<file path="src/rtl/i2ct_pkg.sv">
package i2ct_pkg;
  localparam int BYTE_W = 8;

  typedef enum logic [2:0] {
    ST_IDLE, ST_CTRL, ST_ADDR, ST_WRITE, ST_READ, ST_IGNORE
  } tgtState_e;

  // bus events seen after synchronization
  typedef struct packed {
    logic sclRise;
    logic sclFall;
    logic start;
    logic stop;
    logic sdaBit;
  } busEvt_t;

  // control -> datapath strobes and levels
  typedef struct packed {
    logic shiftIn;
    logic shiftOut;
    logic loadTx;
    logic loadAddr;
    logic writeByte;
    logic incAddr;
    logic capSpace;
    logic spaceVal;
    logic ackDrive;
    logic txEn;
  } ctlStrobe_t;
endpackage

</file>
<file path="src/rtl/i2ct_datapath.sv">
module i2ct_datapath
  import i2ct_pkg::*;
#(
  parameter int SYNC_STAGES = 2
) (
  input  logic               clk,
  input  logic               rstN,
  input  logic               sclIn,
  input  logic               sdaIn,
  input  ctlStrobe_t         ctl,
  input  logic               idPathEn,
  input  logic [BYTE_W-1:0]  busRdata,
  output busEvt_t            evt,
  output logic [BYTE_W-1:0]  rxByte,
  output logic               sdaOe,
  output logic               busSpace,
  output logic               busIdSel,
  output logic [BYTE_W-1:0]  busAddr,
  output logic [BYTE_W-1:0]  busWdata,
  output logic               busWe,
  output logic               busRe
);
  localparam int TOP = SYNC_STAGES - 1;

  logic [TOP:0] sclSync, sdaSync;
  logic sclPrev, sdaPrev, sclNow, sdaNow;
  logic [BYTE_W-1:0] shiftReg, addrReg;
  logic spaceReg;

  always_ff @(posedge clk) begin
    if (!rstN) begin
      sclSync <= '1;
      sdaSync <= '1;
      sclPrev <= 1'b1;
      sdaPrev <= 1'b1;
    end else begin
      sclSync <= {sclSync[TOP-1:0], sclIn};
      sdaSync <= {sdaSync[TOP-1:0], sdaIn};
      sclPrev <= sclNow;
      sdaPrev <= sdaNow;
    end
  end

  assign sclNow = sclSync[TOP];
  assign sdaNow = sdaSync[TOP];

  assign evt.sclRise = sclNow & ~sclPrev;
  assign evt.sclFall = ~sclNow & sclPrev;
  assign evt.start   = sclNow & sclPrev & sdaPrev & ~sdaNow;
  assign evt.stop    = sclNow & sclPrev & ~sdaPrev & sdaNow;
  assign evt.sdaBit  = sdaNow;

  always_ff @(posedge clk) begin
    if (!rstN) begin
      shiftReg <= '0;
      addrReg  <= '0;
      spaceReg <= 1'b0;
    end else begin
      if (ctl.loadTx)        shiftReg <= busRdata;
      else if (ctl.shiftIn)  shiftReg <= {shiftReg[BYTE_W-2:0], sdaNow};
      else if (ctl.shiftOut) shiftReg <= {shiftReg[BYTE_W-2:0], 1'b1};

      if (ctl.loadAddr)     addrReg <= shiftReg;
      else if (ctl.incAddr) addrReg <= addrReg + 1'b1;

      if (ctl.capSpace) spaceReg <= ctl.spaceVal;
    end
  end

  assign rxByte   = shiftReg;
  assign sdaOe    = ctl.ackDrive | (ctl.txEn & ~shiftReg[BYTE_W-1]);
  assign busSpace = spaceReg;
  assign busIdSel = ~spaceReg & idPathEn & addrReg[BYTE_W-1];
  assign busAddr  = (~spaceReg & ~idPathEn) ? {1'b0, addrReg[BYTE_W-2:0]} : addrReg;
  assign busWdata = shiftReg;
  assign busWe    = ctl.writeByte;
  assign busRe    = ctl.loadTx;

  // no data bit driven while an acknowledge is being driven
  a_r7_no_tx_in_ack: assert property (@(posedge clk) disable iff (!rstN)
    !(ctl.ackDrive && ctl.txEn));
  // write strobe lasts one cycle
  a_r5_we_single: assert property (@(posedge clk) disable iff (!rstN)
    busWe |=> !busWe);
  // read strobe lasts one cycle
  a_r6_re_single: assert property (@(posedge clk) disable iff (!rstN)
    busRe |=> !busRe);
endmodule

</file>
<file path="src/rtl/i2ct_control.sv">
module i2ct_control
  import i2ct_pkg::*;
#(
  parameter logic [6:0] NV_CODE  = 7'b1010111,
  parameter logic [6:0] REG_CODE = 7'b1101111
) (
  input  logic              clk,
  input  logic              rstN,
  input  busEvt_t           evt,
  input  logic [BYTE_W-1:0] rxByte,
  output ctlStrobe_t        ctl
);
  localparam logic [3:0] LAST_BIT = 4'(BYTE_W);

  tgtState_e state;
  logic [3:0] bitCnt;
  logic ackPhase, ackDrive, rwBit, nackSeen;
  logic active, byteDone, ackEnd, codeMatch, isReg;

  assign isReg     = (rxByte[BYTE_W-1:1] == REG_CODE);
  assign codeMatch = isReg || (rxByte[BYTE_W-1:1] == NV_CODE);
  assign active    = (state == ST_CTRL) || (state == ST_ADDR) ||
                     (state == ST_WRITE) || (state == ST_READ);
  assign byteDone  = active && evt.sclFall && !ackPhase && (bitCnt == LAST_BIT);
  assign ackEnd    = active && evt.sclFall && ackPhase;

  always_comb begin
    ctl           = '0;
    ctl.ackDrive  = ackDrive;
    ctl.txEn      = (state == ST_READ) && !ackPhase;
    ctl.shiftIn   = evt.sclRise && !ackPhase && (bitCnt < LAST_BIT) &&
                    ((state == ST_CTRL) || (state == ST_ADDR) || (state == ST_WRITE));
    ctl.shiftOut  = evt.sclFall && !ackPhase && (state == ST_READ) &&
                    (bitCnt != 4'd0) && (bitCnt < LAST_BIT);
    ctl.capSpace  = byteDone && (state == ST_CTRL) && codeMatch;
    ctl.spaceVal  = isReg;
    ctl.loadAddr  = byteDone && (state == ST_ADDR);
    ctl.writeByte = byteDone && (state == ST_WRITE);
    ctl.loadTx    = ackEnd && (((state == ST_CTRL) && rwBit) ||
                               ((state == ST_READ) && !nackSeen));
    ctl.incAddr   = ctl.writeByte || ctl.loadTx;
  end

  always_ff @(posedge clk) begin
    if (!rstN) begin
      state    <= ST_IDLE;
      bitCnt   <= '0;
      ackPhase <= 1'b0;
      ackDrive <= 1'b0;
      rwBit    <= 1'b0;
      nackSeen <= 1'b0;
    end else if (evt.start || evt.stop) begin
      state    <= evt.start ? ST_CTRL : ST_IDLE;
      bitCnt   <= '0;
      ackPhase <= 1'b0;
      ackDrive <= 1'b0;
      nackSeen <= 1'b0;
    end else if (active) begin
      if (evt.sclRise && !ackPhase && (bitCnt < LAST_BIT))
        bitCnt <= bitCnt + 1'b1;
      if (evt.sclRise && ackPhase && (state == ST_READ))
        nackSeen <= evt.sdaBit;
      if (byteDone) begin
        if ((state == ST_CTRL) && !codeMatch) begin
          state <= ST_IGNORE;
        end else begin
          ackPhase <= 1'b1;
          ackDrive <= (state != ST_READ);
          if (state == ST_CTRL) rwBit <= rxByte[0];
        end
      end
      if (ackEnd) begin
        ackPhase <= 1'b0;
        ackDrive <= 1'b0;
        bitCnt   <= '0;
        unique case (state)
          ST_CTRL: state <= rwBit ? ST_READ : ST_ADDR;
          ST_ADDR: state <= ST_WRITE;
          ST_READ: state <= nackSeen ? ST_IGNORE : ST_READ;
          default: state <= state;
        endcase
      end
    end
  end

  // a Stop always returns to idle
  a_r10_stop_to_idle: assert property (@(posedge clk) disable iff (!rstN)
    evt.stop |=> (state == ST_IDLE));
  // nothing is driven while ignoring the bus
  a_r4_ignore_silent: assert property (@(posedge clk) disable iff (!rstN)
    (state == ST_IGNORE) |-> (!ackDrive && !ctl.txEn));
  // an acknowledge only starts after a full byte
  a_r2_ack_after_byte: assert property (@(posedge clk) disable iff (!rstN)
    $rose(ackDrive) |-> (bitCnt == LAST_BIT && ackPhase));
endmodule

</file>
<file path="src/rtl/dual_id_i2c_target.sv">
module dual_id_i2c_target
  import i2ct_pkg::*;
#(
  parameter logic [6:0] NV_CODE     = 7'b1010111,
  parameter logic [6:0] REG_CODE    = 7'b1101111,
  parameter int         SYNC_STAGES = 2
) (
  input  logic       clk,
  input  logic       rstN,
  input  logic       sclIn,
  input  logic       sdaIn,
  output logic       sdaOe,
  input  logic       idPathEn,
  output logic       busSpace,
  output logic       busIdSel,
  output logic [7:0] busAddr,
  output logic [7:0] busWdata,
  output logic       busWe,
  output logic       busRe,
  input  logic [7:0] busRdata
);
  busEvt_t    evt;
  ctlStrobe_t ctl;
  logic [BYTE_W-1:0] rxByte;

  i2ct_control #(.NV_CODE(NV_CODE), .REG_CODE(REG_CODE)) u_ctl (
    .clk(clk), .rstN(rstN), .evt(evt), .rxByte(rxByte), .ctl(ctl)
  );

  i2ct_datapath #(.SYNC_STAGES(SYNC_STAGES)) u_dp (
    .clk(clk), .rstN(rstN), .sclIn(sclIn), .sdaIn(sdaIn), .ctl(ctl),
    .idPathEn(idPathEn), .busRdata(busRdata), .evt(evt), .rxByte(rxByte),
    .sdaOe(sdaOe), .busSpace(busSpace), .busIdSel(busIdSel),
    .busAddr(busAddr), .busWdata(busWdata), .busWe(busWe), .busRe(busRe)
  );
endmodule

</file>
<file path="config.mk">
export PLATFORM = sky130hd
export DESIGN_NAME = dual_id_i2c_target
export DESIGN_NICKNAME = d
export VERILOG_FILES = /design/src/rtl/i2ct_pkg.sv /design/src/rtl/i2ct_datapath.sv /design/src/rtl/i2ct_control.sv /design/src/rtl/dual_id_i2c_target.sv
export SDC_FILE = /design/constraint.sdc
export NUM_CORES = 1
export LEC_CHECK = 0
export BUFFER_PORTS_ARGS = -buffer_cell sky130_fd_sc_hd__buf_2
export CORE_AREA = 2 2 70 72
export CTS_CLUSTER_DIAMETER = 80
export CTS_CLUSTER_SIZE = 8
export DETAILED_ROUTE_END_ITERATION = 12
export DIE_AREA = 0 0 72 74
export GPL_TIMING_DRIVEN = 0
export PLACE_DENSITY = 0.65
export SETUP_SLACK_MARGIN = 0.05
export SLEW_MARGIN = 20
export SYNTH_ARGS = -nofsm -noshare
export SYNTH_HDL_FRONTEND = slang
export SYNTH_HIERARCHICAL = 1
export SYNTH_SLANG_ARGS = --single-unit
</file>
<file path="constraint.sdc">
create_clock -name clk -period 3 [get_ports clk]
set_input_delay 0.6 -clock clk [delete_from_list [all_inputs] [get_ports clk]]
set_output_delay 0.6 -clock clk [all_outputs]
set_load 0.05 [all_outputs]
</file>
# --- Word-level counts from Yosys, hierarchy flattened ---
# Index checks and enable logic that the tools add are counted.
op_classes:
  n_eq_ne: 10
  n_reduce_logical: 46
  n_lt_le_gt_ge: 1
  add_sub_neg: 2
  bitwise_logic: 22
  mux: 23
op_table:
  columns: ["cell", "count"]
  rows:
  - ["$mux W8", 6]
  - ["$logic_and A1 B1 Y1", 22]
  - ["$mux W3", 6]
  - ["$eq A7 B7 Y1 const B", 2]
  - ["$and A1 B1 Y1", 11]
  - ["$not A1 Y1", 10]
  - ["$pmux W3 S3", 1]
  - ["$reduce_bool A3 Y1", 3]
  - ["$add A8 B1 Y8 const B", 1]
  - ["$mux W1", 8]
  - ["$mux W4", 2]
  - ["$reduce_bool A2 Y1", 4]
  - ["$logic_or A1 B1 Y1", 7]
  - ["$eq A3 B2 Y1 const B", 2]
  - ["$ne A5 B5 Y1 const B", 1]
  - ["$reduce_and A5 Y1", 1]
  - ["$add A4 B1 Y4 const B", 1]
  - ["$eq A4 B4 Y1 const B", 1]
  - ["$lt A4 B4 Y1 const B", 1]
  - ["$reduce_and A2 Y1", 2]
  - ["$reduce_and A4 Y1", 1]
  - ["$reduce_bool A4 Y1", 1]
  - ["$eq A3 B1 Y1 const B", 1]
  - ["$eq A3 B3 Y1 const B", 1]
  - ["6 further kinds", 8]
word_totals:
  word_cells: 117
  reg_bits: 34
  out_inout_bits: 21

# --- Longest topological paths before layout ---
# Gate-level depths: netlist of the first run.
logic_depth:
  ltp_word: 11
  mapped_depth: 11

# --- Modules after synthesis ---
# Netlist of the first run, hierarchy kept.
modules_own_cells:
  columns: ["module", "cells_per_inst", "n_inst", "area_per_inst_um2"]
  rows:
  - ["i2ct_datapath", 134, 1, 1223.7]
  - ["i2ct_control", 97, 1, 793.3]

# --- Worst setup path before layout of the first run ---
# No wires, ideal clock.
synth_timing:
  path_type: "flip-flop to flip-flop"
  from: "register u_ctl.state[0]"
  to: "register u_dp.addrReg[7]"
  n_path_buf: 2
  setup_time_ps: 62
  synth_period_minus_slack_ps: 2046
  slack_ps: 954
  path_stages_with_launch: 11
  t_arrival_ps: 1984
  required_time_ps: 2938
  cell_sequence: "dfxtp_1 buf_2 nor2_1 nand2_1 a2bb2oi_1 nor2_1 or2_1 buf_2 nand3b_1 or4_1 nand3_1"
synth_rtl:
  columns: ["item", "line_no", "rtl"]
  rows:
  - ["start, declared", "i2ct_control.sv:15", "tgtState_e state;"]
  - ["start signal, assigned", "i2ct_control.sv:53", "state <= evt.start ? ST_CTRL : ST_IDLE;"]
  - ["start signal, assigned", "i2ct_control.sv:77", "ST_CTRL: state <= rwBit ? ST_READ : ST_ADDR;"]
  - ["start signal, assigned", "i2ct_control.sv:79", "ST_READ: state <= nackSeen ? ST_IGNORE : ST_READ;"]
  - ["end signal, assigned", "i2ct_datapath.sv:63", "if (ctl.loadAddr) addrReg <= shiftReg;"]
  - ["end signal, assigned", "i2ct_datapath.sv:64", "else if (ctl.incAddr) addrReg <= addrReg + 1'b1;"]
  - ["end, declared", "i2ct_datapath.sv:27", "logic [BYTE_W-1:0] shiftReg, addrReg;"]

==> summary.md, run 1 <==
| Metric | Value |
|---|---|
| Setup slack after placement | `0.560 ns` |
| Start point of the worst min-delay path | `u_dp/sclSync[0]` |
| Adder-cell area share of the yosys netlist | `1.86%` |
| Xor and xnor area share after synthesis | `2.61%` |
| Number of warnings issued by yosys | `6` |
| Last weighted congestion value of the routability-driven placer | `0.797` |
| Data required time at the worst endpoint | `2.40 ns` |
| Worst supply voltage drop on vdd | `0.229 mV` |
| Cell area power density | `435 nW/um^2` |
| Launching point of the worst reg2reg path | `u_dp/sclPrev` |
| WL per Instance | `13.3 um` |
| Diode count | `0` |
| Proportion of layout cells with a drive suffix above 1 | `29.0%` |
| Tcrit/Tclk final | `90.2%` |
| Met2 layer wire length in the routed design | `1930 um` |
| Number of instances in the synthesized netlist | `231` |
| Part of the Yosys area used for sequential elements | `33.7%` |
| GRT Total Usage | `18.4%` |
| Net Count, Synth | `247` |
| Clock transition at the register clock pins on the worst setup and hold paths after CTS | `0.08 ns` |
| H-tree Lvls | `2` |
| Number of stages on the worst hold path | `1` |
| Multiplexer share of the synthesized area | `7.69%` |
| Synthesized-area fraction occupied by and/or/nand/nor cells | `28.7%` |
| CTS tree | `built` |
| Fraction of synthesized cell area taken by the top area cell type | `33.7%` |
| Result of the run | `complete, no violations` |
| Dominant combinational cell family by area after synthesis | `simple AND/OR/NAND/NOR gates` |
| DIE AREA | `5330 um^2` |
| Total design power | `0.00104 W` |
| Pin count of the biggest net entering global routing | `15` |
| Length of routed met3 wiring | `160 um` |
| CP Capture Type | `output pin` |
| Number of pins with negative max-slew slack in the final report | `0` |
| Top-level I/O count | `34` |
| Endpoint, Worst Hold | `u_dp/sclSync[1]` |
| Static Leak | `1.12 nW` |
| Post-DRT Antenna Nets | `0` |
| FP Rows | `25` |
| Proportion of synthesized flip-flops having asynchronous set or reset | `0%` |
| DPL Wire Length | `3140 um` |
| Endpoint of the most critical register-to-register path | `u_dp/addrReg[7]` |
| Area fraction in compound gates after synthesis | `13.9%` |
| Overall die width | `72 um` |
| Die span in y | `74 um` |
| Number of filler instances in the final layout | `425` |
| Core area | `4600 um^2` |
| Maximum count of clock buffers along a single path | `2` |
| Cts-stage hold buffer count | `0` |
| Count of flip-flops with a built-in enable after synthesis | `0` |
| Leading area contributor after synthesis | `dfxtp_1` |
| Routed length on met1 | `2170 um` |
| Synth Flop Type | `dfxtp_1` |
| Min Clock Period, post-route | `2.71 ns` |
| Post-route clock skew | `0.00906 ns` |
| Clock Latency Late Sink | `0.30 ns` |
| Total vias in the final route | `1723` |
| # setup viols final | `0` |
| Number of antenna violations at the first check in global routing | `0` |
| First-pass GRT wire length | `7650 um` |
| Leading cell types by total area after synthesis | `dfxtp_1, buf_4, mux2i_1` |
| Number of DRC markers in iteration 0 | `75` |
| Synthesized area | `2020 um^2` |
| Detailed-routing iteration count for the pre-antenna-repair pass | `4` |
| Top routing layer in use | `met4` |
| Most instantiated cells after synthesis | `dfxtp_1, nor2_1, buf_4` |
| Drc violations | `0` |
| Root buf cell | `clkbuf_8` |
| Number of hold-slack violations in the final timing report | `0` |
| Arr. time, crit path | `2.11 ns` |
| Port Buf Inserts | `33` |
| Worst Path Class, Setup | `register to output pin` |
| Slew at the pin with the worst max-slew slack | `0.700 ns` |
| Cell area after layout | `2390 um^2` |
| Standard cell area after detailed placement | `2250 um^2` |
| Via count normalized by instance count | `5.29` |
| Count leader, synth | `dfxtp_1` |
| Worst slew margin | `53.2%` |
| Number of storage elements in the synthesis netlist | `34` |
| Layout overhead on the synthesized area | `18.4%` |
| Total Negative Setup Slacks | `0 ns` |
| PostCTS Resize Cnt | `0` |
| Layout Nets | `287` |
| Unrepaired setup endpoints after global routing | `no` |
| Maximum frequency from static timing analysis | `369 MHz` |
| Buffers inserted by post-CTS timing repair | `0` |
| Number of buffers added by the clock tree synthesis step | `5` |
| Max-cap violation count | `0` |
| Routed Wire Length | `4330 um` |
| Distinct cell type count of the synthesized netlist | `53` |
| Remaining global-route overflow | `0` |
| Count of cells along the worst register-to-register path | `8` |
| Sink count of the clock tree | `34` |
| Via count of the first global-routing pass | `1622` |
| Startpoint kind of the worst setup timing path | `register` |
| Post-route setup slack | `0.293 ns` |
| Initial core utilization | `43.9%` |
| Mean instance size in the synthesized netlist | `8.73 um^2` |
| Type of the worst min-delay path | `register to register` |
| Register-to-register setup slack | `0.51 ns` |
| Critical path peak fanout | `6` |
-- report_power, final --
group | internal [W] | switching [W] | total [W]
registers | 0.000457 | 0.00000368 | 0.000460
logic | 0.0000252 | 0.0000369 | 0.0000621
clock network | 0.000333 | 0.000183 | 0.000516
-- cell families (layout without fill, tap and decap cells) --
kind of cell	after synthesis	count (layout)
AND/OR/NAND/NOR	100	100
AO/OA/AOI/OAI	39	39
flip-flops	34	34
buffers and inverters	34	75
multiplexers	15	15
XOR/XNOR	6	6
adder cells (fa/ha/maj)	3	3
-- per-stage QoR --
step | util [%] | cells | hold WS (ns)
after floorplan | - | 231 | 0.386
after global placement | 48.9 | 318 | 0.388
after detailed placement | 48.9 | 318 | 0.392
after CTS | 51.9 | 326 | 0.411
after global routing | 51.9 | 326 | 0.436
final | 51.9 | 326 | 0.408
-- cell type report --
cell class	instances	area [um^2]	area share (%)
clock inverters	3	68.8	2.88
inverters	5	18.8	0.786
flip-flops and latches	34	681	28.5
well taps	54	67.6	2.83
clock buffers	5	68.8	2.88
plain buffers	29	214	8.96
repair buffers	33	165	6.92
multi-input cells	163	1100	46.2
-- how the worst max path moves through the flow --
stage	slack, ns	depth (start not counted)	from	end
2_1_floorplan	0.95	10	u_ctl/state[0]	u_dp/addrReg[7]
3_3_place_gp	0.53	8	u_dp/sclPrev	u_dp/addrReg[7]
3_5_place_dp	0.56	8	u_dp/sclPrev	u_dp/addrReg[7]
4_1_cts	0.30	5	u_dp/sclPrev	busRe
5_1_grt	0.13	5	u_dp/sclPrev	busRe
6_report	0.29	5	u_dp/sclPrev	busRe
-- critical path, stage by stage, from the launching register on --
cell and delay, ns:
dfxtp_1 0.35, nor2b_1 0.43, nand4_2 0.27, nor2_1 0.35, buf_4 0.17, buf_2 0.25
-- layer usage --
layer / track usage [%] / up-vias
met4: 7.55 / 0
met1: 24.1 / 803
met5: 0 / -
li1: - / 874
met2: 29.7 / 37
met3: 4.07 / 9
-- cells in the final DEF, fill, tap and decap left out, drive strengths merged, types with 2 or more instances in the layout --
cell / n
a211oi: 2
clkbuf: 8
nor2b: 6
o21a: 2
nand4: 6
nor2: 21
xor2: 2
nor3b: 5
ha: 3
o211a: 8
and2: 6
nand3: 10
buf: 59
inv: 5
nor3: 2
nand2: 20
a21oi: 3
a31oi: 2
nand2b: 10
xnor2: 4
dfxtp: 34
mux2i: 14
bufinv: 2
o21ai: 14
and3b: 2
or3: 4
-- registers in the layout, indices dropped and copies added (netlist names) --
| signal | count |
|---|---|
| u_ctl/ackDrive | 1 |
| u_ctl/ackPhase | 1 |
| u_ctl/bitCnt | 4 |
| u_ctl/nackSeen | 1 |
| u_ctl/rwBit | 1 |
| u_ctl/state | 3 |
| u_dp/addrReg | 8 |
| u_dp/busSpace | 1 |
| u_dp/busWdata | 8 |
| u_dp/sclPrev | 1 |
| u_dp/sclSync | 2 |
| u_dp/sdaPrev | 1 |
| u_dp/sdaSync | 2 |
Note: power is estimated with default switching activity, not from simulation.
==> run 2: changes to the inputs <==
Settings changed: REMOVE_ABC_BUFFERS set to 1.
==> run 2 against run 1 <==
Effect of this change:
- utilization shrank 5.4 points
- clock skew shrank 0.0046 ns
- sequential power grew 1%
- routed wire length shrank 8.2%
- critical path depth shrank 1
- non-clock buffer count shrank 29
- cell count shrank 8.9%
- combinational power shrank 12%
- register-to-register slack lost 0.08 ns
- critical path type unchanged
- highest routed layer unchanged
==> summary.md, run 2 (synthesized netlist as in run 1, its figures left out) <==
| Metric | Value |
|---|---|
| Number of filler instances in the final layout | `464 (+9.2%)` |
| Count of cells along the worst register-to-register path | `7 (-1)` |
| Result of the run | `complete, no violations` |
| Sequential share of power | `53.1% (+8.8 points)` |
| Overall die width | `72 um (unchanged)` |
| Drc violations | `0 (unchanged)` |
| Number of buffers added by the clock tree synthesis step | `5 (unchanged)` |
| Cts-stage hold buffer count | `0 (unchanged)` |
| Root buf cell | `clkbuf_8` |
| Tcrit/Tclk final | `90.5% (+0.24 points)` |
| Launching point of the worst reg2reg path | `u_dp/sclPrev` |
| Layout Nets | `258 (-10%)` |
| Post-DRT Antenna Nets | `0 (unchanged)` |
| H-tree Lvls | `2 (unchanged)` |
| Proportion of layout cells with a drive suffix above 1 | `22.2% (-6.8 points)` |
| Type of the worst min-delay path | `register to register` |
| Sw Pwr | `0.000213 W (-5.1%)` |
| Max-cap violation count | `0 (unchanged)` |
| Worst slew margin | `46.4% (-6.8 points)` |
| CTS tree | `built` |
| Commonest cells after routing, fill and taps aside | `dfxtp_1, buf_2, nor2_1` |
| Cell area power density | `410 nW/um^2 (-5.9%)` |
| GRT Total Usage | `16.3% (-2.1 points)` |
| Number of pins with negative max-slew slack in the final report | `0 (unchanged)` |
| Top-level I/O count | `34 (unchanged)` |
| Routed Wire Length | `3980 um (-8.2%)` |
| Initial core utilization | `43.9% (unchanged)` |
| CP Capture Type | `output pin` |
| Arr. time, crit path | `2.11 ns (about the same)` |
| DIE AREA | `5330 um^2 (unchanged)` |
| FP Rows | `25 (unchanged)` |
| Sink count of the clock tree | `34 (unchanged)` |
| Detailed-routing iteration count for the pre-antenna-repair pass | `4 (unchanged)` |
| Endpoint of the most critical register-to-register path | `u_dp/addrReg[7]` |
| Fraction of power spent switching nets | `24.3% (+2.7 points)` |
| Setup slack after placement | `-0.0583 ns (-0.619 ns)` |
| Post-route clock skew | `0.00447 ns (-0.00459 ns)` |
| Last weighted congestion value of the routability-driven placer | `0.882 (+11%)` |
| Endpoint, Worst Hold | `u_dp/sdaSync[1]` |
| Worst Path Class, Setup | `register to output pin` |
| Startpoint kind of the worst setup timing path | `register` |
| # setup viols final | `0 (unchanged)` |
| Number of antenna violations at the first check in global routing | `0 (unchanged)` |
| Start point of the worst min-delay path | `u_dp/sdaSync[0]` |
| Clock transition at the register clock pins on the worst setup and hold paths after CTS | `0.07 ns (about the same)` |
| Buffers inserted by post-CTS timing repair | `0 (unchanged)` |
| Remaining global-route overflow | `0 (unchanged)` |
| Maximum frequency from static timing analysis | `368 MHz (-0.26%)` |
| Total vias in the final route | `1598 (-7.3%)` |
| Pin count of the biggest net entering global routing | `33 (+18)` |
| Layout overhead on the synthesized area | `6.02%` |
| Static Leak | `0.954 nW (-15%)` |
| Number of hold-slack violations in the final timing report | `0 (unchanged)` |
| Via count of the first global-routing pass | `1424 (-12%)` |
| Post-route setup slack | `0.286 ns (-0.00717 ns)` |
| Cell internal power dissipation | `0.000663 W (-19%)` |
| Post-route core utilization | `46.5% (-5.4 points)` |
| Clock Latency Late Sink | `0.29 ns (about the same)` |
| Worst supply voltage drop on vdd | `0.256 mV (+12%)` |
| Port Buf Inserts | `33 (unchanged)` |
| Comb power frac | `6.2% (+0.2 points)` |
| Diode count | `0 (unchanged)` |
| Min Clock Period, post-route | `2.71 ns (+0.00717 ns)` |
| Maximum count of clock buffers along a single path | `2 (unchanged)` |
| Via count normalized by instance count | `5.38 (+1.8%)` |
| Critical path peak fanout | `12 (+6)` |
| Share of power burned in the clock network | `40.7% (-9.0 points)` |
| Core area | `4600 um^2 (unchanged)` |
| Slew at the pin with the worst max-slew slack | `0.802 ns (+0.102 ns)` |
| DPL Wire Length | `2840 um (-9.3%)` |
| Die span in y | `74 um (unchanged)` |
| Most common library cell in the layout ignoring fill and taps | `dfxtp_1` |
| Data required time at the worst endpoint | `2.40 ns (about the same)` |
| Unrepaired setup endpoints after global routing | `no` |
| WL per Instance | `13.4 um (+0.77%)` |
| Number of stages on the worst hold path | `1 (unchanged)` |
| Register-to-register setup slack | `0.43 ns (-0.08 ns)` |
| First-pass GRT wire length | `6640 um (-13%)` |
| Number of DRC markers in iteration 0 | `75 (unchanged)` |
| Total Negative Setup Slacks | `0 ns (unchanged)` |
==> run 2: cell types whose count changed in the layout (fill, tap and decap cells not counted), sizes merged <==
cell	before	now
buf	59	33
bufinv	2	0
clkbuf	8	6
clkinvlp	0	1
==> run 2: worst max-delay path: stages, from the launching register on <==
cell	delay, ns
dfxtp_1	0.36
nor2b_1	0.42
nand4_2	0.30
nor2_4	0.40
buf_2	0.34
==> run 2: final cells by class <==
cell class	count	area, um^2	share of cell area (%)
flip-flops and latches	34	681	31.8
clock inverters	2	12.5	0.585
multi-input cells	163	1110	52.0
clock buffers	6	82.6	3.86
repair buffers	33	165	7.72
well taps	54	67.6	3.16
inverters	5	18.8	0.878
==> run 2: per-layer routing <==
metal | wire (um) | track usage, %
met1 | 1910 | 21.1
met2 | 1820 | 25.3
met3 | 165 | 4.61
met4 | 82 | 7.55
met5 | 0 | 0
==> run 2: worst max-delay path by stage <==
stage / startpoint / depth (start not counted) / slack, ns / endpoint
after global routing: u_dp/sclPrev / 4 / 0.11 / busRe
after CTS: u_dp/sclPrev / 4 / 0.06 / busRe
final: u_dp/sclPrev / 4 / 0.29 / busRe
after detailed placement: u_dp/sclPrev / 7 / -0.06 / u_dp/addrReg[7]
after global placement: u_dp/sclPrev / 7 / -0.005 / u_dp/addrReg[7]
after floorplan: u_dp/sclPrev / 7 / -0.16 / u_dp/addrReg[7]
==> run 2: power by group through the flow <==
stage,logic [W],registers [W],clock network [W]
after detailed placement,0.0000536,0.000475,0
after floorplan,0.0000315,0.000475,0
after global routing,0.0000597,0.000466,0.000387
after global placement,0.0000529,0.000475,0
after CTS,0.0000541,0.000464,0.000371
final,0.0000544,0.000465,0.000357
==> run 2: timing repair <==
item / 4_1_cts / 5_1_grt
gates cloned: 0 / 0
endpoints found under the setup margin: 4 / 3
resized for setup: 1 / 1
==> run 2: metrics by stage <==
step	cell area [um^2]	hold slack (ns)	std cells	total power, W
after global routing	2140	0.432	297	0.000912
after CTS	2130	0.411	297	0.000889
after detailed placement	2040	0.393	289	0.000529
after floorplan	1800	0.386	202	0.000506
final	2140	0.408	297	0.000876
after global placement	2040	0.389	289	0.000528
